==> config.mk <==
export PLATFORM = sky130hd
export DESIGN_NAME = tss_top
export DESIGN_NICKNAME = d
export VERILOG_FILES = /design/src/rtl/tss_pkg.sv /design/src/rtl/tss_sel_bank.sv /design/src/rtl/tss_nib_pick.sv /design/src/rtl/tss_top.sv
export SDC_FILE = /design/constraint.sdc
export NUM_CORES = 1
export LEC_CHECK = 0
export BUFFER_PORTS_ARGS = -buffer_cell sky130_fd_sc_hd__buf_2
export CAP_MARGIN = 10
export CORE_MARGIN = 3
export CORE_UTILIZATION = 54
export DETAILED_ROUTE_END_ITERATION = 8
export GPL_TIMING_DRIVEN = 0
export PLACE_DENSITY = 0.8
export SLEW_MARGIN = 20
export SYNTH_ARGS = -nofsm -noshare
export SYNTH_HDL_FRONTEND = slang
export SYNTH_SLANG_ARGS = --single-unit
==> constraint.sdc <==
create_clock -name clk -period 2.1 [get_ports clk]
set_clock_uncertainty 0.15 [all_clocks]
set_input_delay 0.105 -clock clk [delete_from_list [all_inputs] [get_ports clk]]
set_output_delay 0.105 -clock clk [all_outputs]
set_load 0.1 [all_outputs]
==> src/rtl/tss_pkg.sv <==
package tss_pkg;
    localparam int NIB_W  = 4;
    localparam int BYTE_W = 2 * NIB_W;

    typedef struct packed {
        logic              valid;
        logic [BYTE_W-1:0] sig;
    } ts16_out_t;
endpackage

==> src/rtl/tss_sel_bank.sv <==
module tss_sel_bank #(
    parameter int N_CH  = 32,
    parameter int SEL_W = 8,
    localparam int N_REG  = N_CH / SEL_W,
    localparam int ADDR_W = (N_REG > 1) ? $clog2(N_REG) : 1
) (
    input  logic              clk,
    input  logic              rst_n,
    input  logic              we,
    input  logic [ADDR_W-1:0] addr,
    input  logic [SEL_W-1:0]  wdata,
    output logic [N_CH-1:0]   sel_vec
);
    logic [N_CH-1:0] sel_d, sel_q;

    always_comb begin
        sel_d = sel_q;
        for (int k = 0; k < N_REG; k++) begin
            if (we && (int'(addr) == k)) begin
                sel_d[k*SEL_W +: SEL_W] = wdata;
            end
        end
    end

    always_ff @(posedge clk) begin
        if (!rst_n) sel_q <= '0;
        else        sel_q <= sel_d;
    end

    assign sel_vec = sel_q;
endmodule

==> src/rtl/tss_nib_pick.sv <==
module tss_nib_pick
    import tss_pkg::*;
(
    input  logic             mode_en,
    input  logic             sel_bit,
    input  logic [NIB_W-1:0] ser_nib,
    input  logic [NIB_W-1:0] reg_nib,
    output logic [NIB_W-1:0] nib
);
    always_comb begin
        nib = (mode_en && sel_bit) ? reg_nib : ser_nib;
    end
endmodule

==> src/rtl/tss_top.sv <==
module tss_top
    import tss_pkg::*;
#(
    parameter int N_CH     = 32,
    parameter int SEL_W    = 8,
    parameter int SLOT_W   = 5,
    parameter int FRAME_W  = 4,
    parameter int SIG_SLOT = 16,
    localparam int N_REG  = N_CH / SEL_W,
    localparam int ADDR_W = (N_REG > 1) ? $clog2(N_REG) : 1,
    localparam int HALF   = N_CH / 2,
    localparam int CH_W   = $clog2(N_CH)
) (
    input  logic               clk,
    input  logic               rst_n,
    input  logic               mode_en,
    input  logic               cfg_we,
    input  logic [ADDR_W-1:0]  cfg_addr,
    input  logic [SEL_W-1:0]   cfg_wdata,
    input  logic [SLOT_W-1:0]  slot_num,
    input  logic [FRAME_W-1:0] frame_num,
    input  logic [BYTE_W-1:0]  ser_sig,
    input  logic [BYTE_W-1:0]  reg_sig,
    output logic               ts16_valid,
    output logic [BYTE_W-1:0]  ts16_byte
);
    logic [N_CH-1:0]   sel_vec;
    logic [CH_W-1:0]   up_idx;
    logic [CH_W-1:0]   ch_idx [2];
    logic [NIB_W-1:0]  pick   [2];
    logic [BYTE_W-1:0] merged;
    ts16_out_t         st_d, st_q;

    tss_sel_bank #(.N_CH(N_CH), .SEL_W(SEL_W)) u_bank (
        .clk    (clk),
        .rst_n  (rst_n),
        .we     (cfg_we),
        .addr   (cfg_addr),
        .wdata  (cfg_wdata),
        .sel_vec(sel_vec)
    );

    // Frame 0 reuses the channel-1 / channel-17 select bits for the alignment byte.
    always_comb begin
        if (frame_num == '0) up_idx = '0;
        else                 up_idx = CH_W'(frame_num) - CH_W'(1);
    end

    // h = 1 drives the upper nibble, h = 0 the lower nibble.
    for (genvar h = 0; h < 2; h++) begin : g_nib
        assign ch_idx[h] = (h == 1) ? up_idx : (up_idx + CH_W'(HALF));
        tss_nib_pick u_pick (
            .mode_en(mode_en),
            .sel_bit(sel_vec[ch_idx[h]]),
            .ser_nib(ser_sig[h*NIB_W +: NIB_W]),
            .reg_nib(reg_sig[h*NIB_W +: NIB_W]),
            .nib    (pick[h])
        );
        assign merged[h*NIB_W +: NIB_W] = pick[h];
    end

    always_comb begin
        st_d       = st_q;
        st_d.valid = 1'b0;
        if (int'(slot_num) == SIG_SLOT) begin
            st_d.valid = 1'b1;
            st_d.sig   = merged;
        end
    end

    always_ff @(posedge clk) begin
        if (!rst_n) st_q <= '0;
        else        st_q <= st_d;
    end

    assign ts16_valid = st_q.valid;
    assign ts16_byte  = st_q.sig;
endmodule

# Yosys cells after proc, flatten, opt, wreduce, memory -nomap -nowiden
# Index checks and enable logic that the tools add are counted.
# classes
n_addsub	2
n_lt_le_gt_ge	2
eq_ne	4
mux	8
reduce_logical	8
# ops
cell	n
$lt 5x6->1 const B	2
$bmux 1 s5	2
$mux 9	1
$mux 4	2
$logic_and 1x1->1	6
$add 5x5->5 const B	1
$eq 5x5->1 const B	1
$mux 5	1
$sub 4x1->5 const B	1
$eq 2x2->1 const B	2
$logic_not 4->1	1
$eq 2x1->1 const B	1
$logic_not 2->1	1
$mux 1	2
# word_totals
regBits	41
input_bits	39
output_inout_bits	9
word_cells	30

# Depth between registers and ports, before layout
# Gate-level depths: netlist of run 1.
# logic_depth
word_depth	8
ltp_mapped	8
depth_no_buf	6

# By module
# Synthesis of run 1 repeated with hierarchy kept, for this count alone.
# unflattened
cells_unflattened	203
area_unflattened_um2	2042.0
# by_module_without_submodules
module	n_inst	cells_per_inst	area_per_inst_um2	seq_area_each_um2
tss_sel_bank	1	115	1176.1	640.6
tss_top	1	78	733.2	180.2
tss_nib_pick	2	5	66.3	0.0

# Worst setup path after synthesis of run 1
# Ideal clock, no wire load.
# synth_timing
kind	flip-flop to flip-flop
from	register ts16_byte[0] (netlist name)
to	register st_q, in the netlist ts16_byte[0]
setup_ns	0.080
arrival_ns	1.368
required_time_ns	1.870
slack_ns	0.502
path_stages_with_launch	3
path_buffers	0
synth_period_minus_slack_ns	1.598
path_cell_list	dfxtp_1 o21ai_0 a211oi_2
# synth_lines
item	line	text
end signal, assigned	tss_top.sv:73	else st_q <= st_d;
end, declared	tss_top.sv:32	ts16_out_t st_d, st_q;

# Final worst setup path of run 1
# layout_timing
from	input port rst_n
to	register st_q, in the netlist ts16_valid
# layout_lines
item	line	text
start, declared	tss_top.sv:15	input logic rst_n,
# No word-level cell between the ends.

==> results.txt, run 1 <==
final setup fails: 0
TritonCTS Buffers: 5
Tot GR Track Use: 24.5%
routed vias/inst: 5.62
TNS Setup: 0 ns
clock-pin slew on the worst setup and hold paths: 0.08 ns
Synth Instances: 226
Clock Sinks: 40
hpwl dp: 3900 um
Area Growth Syn to Fin: 28.4%
# rows: 22
RSZ-0062 raised after global routing: false
clk buf depth: 2
worst hold path class: input port to flop
area share of the largest cell type after synthesis: 37.1%
IO Pins: 48
Max VDD drop: 0.000541 V
CTS tree: done
Worst EP arrival: 1.90 ns
grt met2 use: 39.7%
Seq cells post-synth: 40
Leak: 0.00120 uW
DP Cell Count: 319
ant diodes: 0
die area: 0.00479 mm^2
global-route track usage on met1: 32.1%
Detailed Route WL: 5630 um
GRT Max-Usage Layer: met2
minimum clock period: 1.81 ns
number of port buffers: 45
Core Area: 0.00374 mm^2
crit path max-delay cell type: dlygate4sd3_1
post-route DRC violation count: 0
worst rel slew slack: 56.7%
Final nets: 341
max_cap viols: 0
Least-Margin Pin Slew: 0.649 ns
CP Max Fanout: 10
GP Congestion: 0.864
first-pass GRT wire length: 9630 um
crit end category: flop
vias in the first global route: 2016
Cell Area, Synth: 0.00216 mm^2
power density cells: 578 mW/mm^2
Detail Route Antenna Nets: 0
Finished Layout Cells: 351
final setup margin: 0.287 ns
largest net degree at the start of global routing: 14
FMAX: 552 MHz
Pins Over Slew Limit: 0
per-cell routed wire length: 16.0 um
routed via count: 1972
met3 Use GR: 4.93%
leading area contributor after synthesis: dfxtp_1
FFs w/ async S/R, synth: 0%
status: finished, violations left
synth unique cells: 44
Fillers: 290
CP cell instances: dlygate4sd3_1, buf_2, clkbuf_1, and3_1, dlygate4sd3_1
most used cell, CP: dlygate4sd3_1
crit path kind: input port to flop
synth top area cells: dfxtp_1 37%, mux2i_1 16%, nor2b_1 10%, o21ai_0 3.2%, a21oi_1 2.6%
layout cells sized above 1: 25.7%
post-cts resize count: 0
Starting Density: 57.7%
DP Worst Slack: 0.299 ns
Fin. Hold Viols: 1
initial antenna violation count: 0
syn nets: 265
failing checks: negative hold slack
Hold WS: -0.00250 ns
CP peak stage delay: 0.54 ns
Worst setup SP type: input port
clock root buffer: clkbuf_8
Pre-Repair DR Iteration Count: 4
Initial DRC Count: 92
number of flops mapped to enable cells by yosys: 0
final worst path period share: 86.3%
top_reg_cell synth: dfxtp_1
Die Height: 69.2 um
grt total ovfl: 0
Seq/Total Area, Yosys: 37.1%
mean area per synthesized cell: 9.55 um^2
H-tree depth: 2
Die Width: 69.2 um
Critical Path RT: 2.19 ns
Ys Warns: 0
clock latency on the worst-skew pair: 0.29 ns
area by class of cell:
class	count	area [um^2]	share of cell area, %
Multi-Input combinational cell	170	1250	45.1
Sequential cell	40	801	28.9
Timing Repair Buffer	69	465	16.8
Buffer	16	106	3.84
Clock buffer	5	68.8	2.48
Tap cell	48	60.1	2.17
Clock inverter	3	18.8	0.677
synth_stat cells (4+ instances only):
cell      instances
mux2i_1          35
a21oi_1          11
a31oi_1           7
clkbuf_1          7
nor2_1            6
dfxtp_1          40
nand2b_1          7
a211oi_2          4
nor2b_1          36
a211oi_1          4
o21ai_0          14
nand2_1           6
placed cells by master (no fill, tap or decap), types with 3 or more instances in the layout:
| cell | count |
|---|---|
| a211oi_1 | 4 |
| a211oi_2 | 4 |
| a21oi_1 | 11 |
| a22oi_1 | 3 |
| a31oi_1 | 7 |
| buf_2 | 48 |
| buf_6 | 3 |
| clkbuf_1 | 7 |
| clkbuf_8 | 5 |
| dfxtp_1 | 40 |
| dlygate4sd3_1 | 24 |
| mux2i_1 | 35 |
| nand2_1 | 6 |
| nand2b_1 | 7 |
| nand3_1 | 3 |
| nor2_1 | 6 |
| nor2b_1 | 36 |
| o21a_1 | 3 |
| o21ai_0 | 14 |
| o21ai_1 | 3 |
power by group:
group	leakage [uW]	switching (uW)	internal (uW)	total, uW
logic	0.000830	161	146	307
clock network	0.0000479	269	231	500
registers	0.000325	13.7	782	795
total	0.00120	443	1160	1600
worst max-delay path, delay by kind of cell:
kind          cells  cell delay (ns)
simple gates      1             0.22
buf+inv           4             1.58
metrics by stage:
| stage | utilization (%) | area, um^2 | total power, uW |
|---|---|---|---|
| after floorplan | - | 2160 | 994 |
| after detailed placement | 65.3 | 2440 | 1080 |
| after CTS | 74.0 | 2770 | 1610 |
| after global routing | 74.0 | 2770 | 1670 |
| final | 74.0 | 2770 | 1600 |
| after global placement | 65.3 | 2440 | 1080 |
per-layer routing:
layer	vias up	wire length, um
met5	-	0
met1	928	2420
li1	968	-
met4	0	159
met2	62	2750
met3	14	299
kinds of logic (layout without fill, tap and decap cells):
family,Yosys count,in the layout,synth area share (%)
simple gates,74,74,21.0
flops,40,40,37.1
compound gates,59,59,19.5
buf+inv,16,93,4.93
mux,37,37,17.4
timing repair:
| action | in CTS | in global routing |
|---|---|---|
| hold endpoints to repair | 29 | 0 |
| hold buffers | 24 | 0 |
| buffers inserted | 0 | 0 |
final timing paths:
check / from / endpoint / slack, ns / cells past startpoint
worst min register to register: u_bank.sel_vec[11] / u_bank.sel_vec[11] / 0.37 / 2
worst max register to register: u_bank.sel_vec[8] / ts16_byte[4] / 0.30 / 6
worst min-delay path: cfg_wdata[1] / u_bank.sel_vec[9] / -0.003 / 3
worst max-delay path: rst_n / ts16_valid / 0.29 / 5
registers in the layout (all words and copies together), names as in the netlist:
signal / cells
u_bank.sel_vec: 31
ts16_byte: 8
ts16_valid: 1
(Power assumes the default switching activity.)
==> run 2: changes to the inputs <==
Settings changed: BUFFER_PORTS_ARGS -buffer_cell sky130_fd_sc_hd__buf_2 to -buffer_cell sky130_fd_sc_hd__buf_4, CORE_UTILIZATION 54 to 56, CTS_BUF_LIST set to sky130_fd_sc_hd__clkbuf_4 sky130_fd_sc_hd__clkbuf_8, PLACE_DENSITY 0.8 to 0.82.
==> run 2 against run 1 <==
  * The flow now finishes without violations
  * Sequential power hardly changed
  * Combinational power rose by 9.8%
  * Sequential share of layout area down 1.2 points
  * Wire length rose by 10%
  * Fmax barely moved
  * Critical path depth up 1
  * Via count increased by 1.1%
  * Clock power up 29%
  * Non-clock buffer count fell by 1
  * Design area grew 4.5%
==> results.txt, run 2 (synthesis results as in run 1) <==
per-cell routed wire length: 17.8 um
Die Height: 68.1 um
clock root buffer: clkbuf_8
worst hold path class: input port to flop
RSZ-0062 raised after global routing: false
layout cells sized above 1: 25.8%
Worst setup SP type: flop
final setup fails: 0
Final nets: 340
area occupied by multi-input gates: 0.00125 mm^2
Fin. Hold Viols: 0
Storage cell area: 801 um^2
CTS tree: done
Least-Margin Pin Slew: 0.688 ns
Max VDD drop: 0.000487 V
number of port buffers: 45
post-route DRC violation count: 0
worst rel slew slack: 54.1%
combinational power share: 18.9%
die area: 0.00463 mm^2
most common cell after layout, fill and taps aside: buf_4
Pre-Repair DR Iteration Count: 4
max reg flops: 31
TritonCTS Buffers: 5
Internal: 1310 uW
# rows: 21
Fillers: 225
CP Max Fanout: 4
FMAX: 551 MHz
Clock Sinks: 40
sw power: 463 uW
Starting Density: 61.3%
routed via count: 1993
clock-pin slew on the worst setup and hold paths: 0.08 ns
clk buf depth: 2
hpwl dp: 3850 um
GP Congestion: 0.869
status: finished clean
crit path kind: flop to flop
Detailed Route WL: 6200 um
initial antenna violation count: 0
IO Pins: 48
sequential share of power: 44.7%
minimum clock period: 1.81 ns
largest net degree at the start of global routing: 13
ant diodes: 0
Die Width: 68.1 um
Core Area: 0.00352 mm^2
Area Growth Syn to Fin: 34.1%
power density cells: 614 mW/mm^2
clock latency on the worst-skew pair: 0.30 ns
Detail Route Antenna Nets: 0
Worst EP arrival: 1.90 ns
Leak: 0.00124 uW
routed vias/inst: 5.73
first-pass GRT wire length: 9820 um
H-tree depth: 2
final worst path period share: 86.4%
Initial DRC Count: 141
Tot GR Track Use: 29.3%
TNS Setup: 0 ns
grt total ovfl: 0
Hold WS: 0.00172 ns
clock power share: 36.3%
Critical Path RT: 2.18 ns
vias in the first global route: 2053
max_cap viols: 0
crit end category: flop
Pins Over Slew Limit: 0
sw frac: 26.1%
commonest cells after routing, fill and taps aside: 46 x buf_4, 40 x dfxtp_1, 36 x nor2b_1, 35 x mux2i_1, 23 x dlygate4sd3_1
-- run 2: cell count changes in the layout (fill, tap and decap cells not counted) --
cell	change
buf_2	-45
buf_4	+45
bufinv_16	+1
clkbuf_4	+1
clkinv_2	-1
clkinv_4	-1
dlygate4sd3_1	-1
-- run 2: routing by layer --
metal	GRT usage (%)	vias to the layer above	share of wire, %
met5	0	-	0
met4	11.4	0	2.0
met3	6.08	14	4.5
met2	51.9	63	51
met1	34.3	958	42
li1	-	958	-
-- run 2: final timing paths --
| check | startpoint | endpoint | slack [ns] | cells after the start |
|---|---|---|---|---|
| setup / recovery | u_bank.sel_vec[8] | ts16_byte[4] | 0.29 | 6 |
| hold / removal | ser_sig[1] | ts16_byte[1] | 0.002 | 3 |
| setup reg to reg | u_bank.sel_vec[8] | ts16_byte[4] | 0.29 | 6 |
| hold reg to reg | u_bank.sel_vec[30] | u_bank.sel_vec[30] | 0.36 | 2 |
-- run 2: what timing repair did --
item / 4_1_cts / 5_1_grt
resized for setup: 0 / 0
hold endpoints to repair: 39 / 0
hold buffers: 23 / 0
setup buffers: 0 / 0
-- run 2: layout make-up --
| cell class | instances | share of cell area [%] |
|---|---|---|
| timing repair buffer | 68 | 19.6 |
| sequential | 40 | 27.7 |
| clock inverter | 2 | 1.21 |
| clock buffer | 6 | 2.64 |
| buffer | 16 | 3.67 |
| tap | 46 | 1.99 |
| multi-input combinational | 170 | 43.2 |
-- run 2: worst max-delay path, stage by stage (launching register included) --
cell and delay, ns:
dfxtp_1 0.32, mux2_4 0.27, a22oi_1 0.14, o21ai_1 0.12
a31oi_1 0.40, o21ai_0 0.19, a21oi_1 0.16
-- run 2: stage by stage --
step                      cells  utilization [%]  instance area [um^2]  total power (uW)  setup WS (ns)
after floorplan             226                -                  2160               994          0.502
after global routing        348             82.2                  2900              1840          0.182
after global placement      317             72.5                  2550              1100          0.305
final                       348             82.2                  2900              1780          0.285
after CTS                   348             82.2                  2900              1760          0.436
after detailed placement    317             72.5                  2550              1100          0.309
-- run 2: power by group through the flow --
| stage | clock network [uW] | logic [uW] | registers [uW] |
|---|---|---|---|
| after global routing | 682 | 359 | 797 |
| after floorplan | 0 | 160 | 834 |
| final | 646 | 337 | 795 |
| after detailed placement | 0 | 289 | 812 |
| after global placement | 0 | 286 | 812 |
| after CTS | 641 | 325 | 795 |
==> run 3: changes to the inputs <==
Settings changed: CORE_UTILIZATION 56 to 55, PLACE_DENSITY 0.82 to 0.81, SYNTH_HIERARCHICAL set to 1.
==> run 3 against run 2 <==
  * Synthesized cell count is 13% lower
  * Wire length fell by 17%
  * Critical path depth rose by 1
  * Sequential share of layout area up 1.3 points
  * Register-to-register slack worse by 0.23 ns
==> results.txt, run 3 <==
Internal: 1200 uW
FMAX: 489 MHz
crit end category: flop
CP Max Fanout: 4
fin util: 80.0%
initial antenna violation count: 0
CP peak stage delay: 0.49 ns
Tot GR Track Use: 25.7%
GP Congestion: 0.863
sequential share of power: 48.3%
H-tree depth: 2
clock-pin slew on the worst setup and hold paths: 0.12 ns
largest net degree at the start of global routing: 14
Worst setup SP type: flop
clock power share: 33.0%
hold path endpoint: ts16_byte[0]
routed vias/inst: 5.28
Fin. Hold Viols: 0
hpwl dp: 3200 um
Detail Route Antenna Nets: 0
number of port buffers: 46
Clock Sinks: 39
Die Height: 65.9 um
hold path start: ser_sig[0]
sw power: 399 uW
critical path startpoint: u_bank/sel_vec[14]
Die Width: 65.9 um
grt total ovfl: 0
layout cells sized above 1: 31.0%
Detailed Route WL: 5140 um
worst hold path class: input port to flop
clk buf depth: 2
r2r worst-path depth: 7
per-cell routed wire length: 16.1 um
max_cap viols: 0
power density cells: 591 mW/mm^2
Least-Margin Pin Slew: 0.593 ns
CTS tree: done
crit path kind: flop to flop
Area Growth Syn to Fin: 37.4%
Initial DRC Count: 76
mean area per synthesized cell: 10.0 um^2
CP cell instances: mux4_2, mux2i_1, a21oi_1, nand2_2, mux2_4, mux2i_1, nor2b_1
post-route DRC violation count: 0
reg2reg setup slack: 0.05 ns
minimum clock period: 2.05 ns
Synth Instances: 197
Pwr Total: 1600 uW
Cell Area, Synth: 0.00197 mm^2
combinational power share: 18.7%
status: finished clean
worst rel slew slack: 60.3%
reg2reg start: u_bank/sel_vec[14]
die area: 0.00434 mm^2
first-pass GRT wire length: 8230 um
ant diodes: 0
max reg flops: 30
clock root buffer: clkbuf_4
most used cell, CP: mux2i_1
Pins Over Slew Limit: 0
crit path max-delay cell type: mux4_2
sw frac: 24.9%
Max VDD drop: 0.000554 V
Ys Warns: 6
final worst path period share: 97.5%
Worst EP arrival: 2.16 ns
Starting Density: 58.3%
Critical Path RT: 2.21 ns
Hold Path Stages: 4
Setup Buffers After CTS: 0
Leak: 0.00129 uW
vias in the first global route: 1727
RSZ-0062 raised after global routing: false
Final nets: 312
Pre-Repair DR Iteration Count: 4
syn nets: 236
routed via count: 1689
TNS Setup: 0 ns
TritonCTS Buffers: 5
final setup fails: 0
clock latency on the worst-skew pair: 0.36 ns
# rows: 21
RR Endpoint: ts16_byte[4]
commonest cells after routing, fill and taps aside: 47 x buf_4, 47 x mux2i_1, 40 x nand2_1, 36 x dfxtp_1, 23 x dlygate4sd3_1
IO Pins: 48
Core Area: 0.00339 mm^2
-- run 3: metal layers --
metal,share of wire (%),track usage [%]
met4,3.2,14.2
met1,42,31.0
met3,4.0,3.57
met2,50,43.6
met5,0,0
-- run 3: area by class of cell --
cell class	count	area, um^2
Buffer	12	82.6
Clock buffer	6	51.3
Clock inverter	2	35.0
Fill cell	220	677
Inverter	2	7.51
Multi-Input combinational cell	144	1120
Sequential cell	39	785
Tap cell	46	57.6
Timing Repair Buffer	69	576
-- run 3: power groups by stage --
stage / clock network (uW) / registers [uW] / logic (uW)
2_1_floorplan: 0 / 804 / 145
3_3_place_gp: 0 / 790 / 251
3_5_place_dp: 0 / 790 / 255
4_1_cts: 542 / 773 / 289
5_1_grt: 571 / 777 / 319
6_report: 529 / 775 / 300
-- run 3: worst max-delay path: cells and delay by family, from the launching register on --
kind / cells / cell delay, ns
AND/OR/NAND/NOR: 2 / 0.23
multiplexers: 4 / 1.14
AO/OA/AOI/OAI: 1 / 0.11
flip-flops: 1 / 0.34
-- run 3: through the flow --
stage	hold WS, ns	cell area (um^2)	std cells	worst slack (ns)
floorplan	0.0832	1970	197	0.287
global placement	0.221	2380	289	0.0984
detailed placement	0.225	2380	289	0.0841
CTS	0.0155	2690	320	0.114
global route	0.0582	2710	320	0.00302
finish	0.0486	2710	320	0.0534
-- run 3: worst max-delay path by stage --
stage,to,slack [ns],cells after the start
after detailed placement,ts16_byte[7],0.08,10
after floorplan,ts16_byte[4],0.29,7
final,ts16_byte[4],0.05,7
after CTS,ts16_byte[1],0.11,8
after global placement,ts16_byte[4],0.1,10
after global routing,ts16_byte[4],0.003,7
-- run 3: repair_timing --
item,in CTS,in global routing
gates resized for setup,0,5
hold buffers,23,0
endpoints found under the setup margin,0,5
hold endpoints to repair,39,0
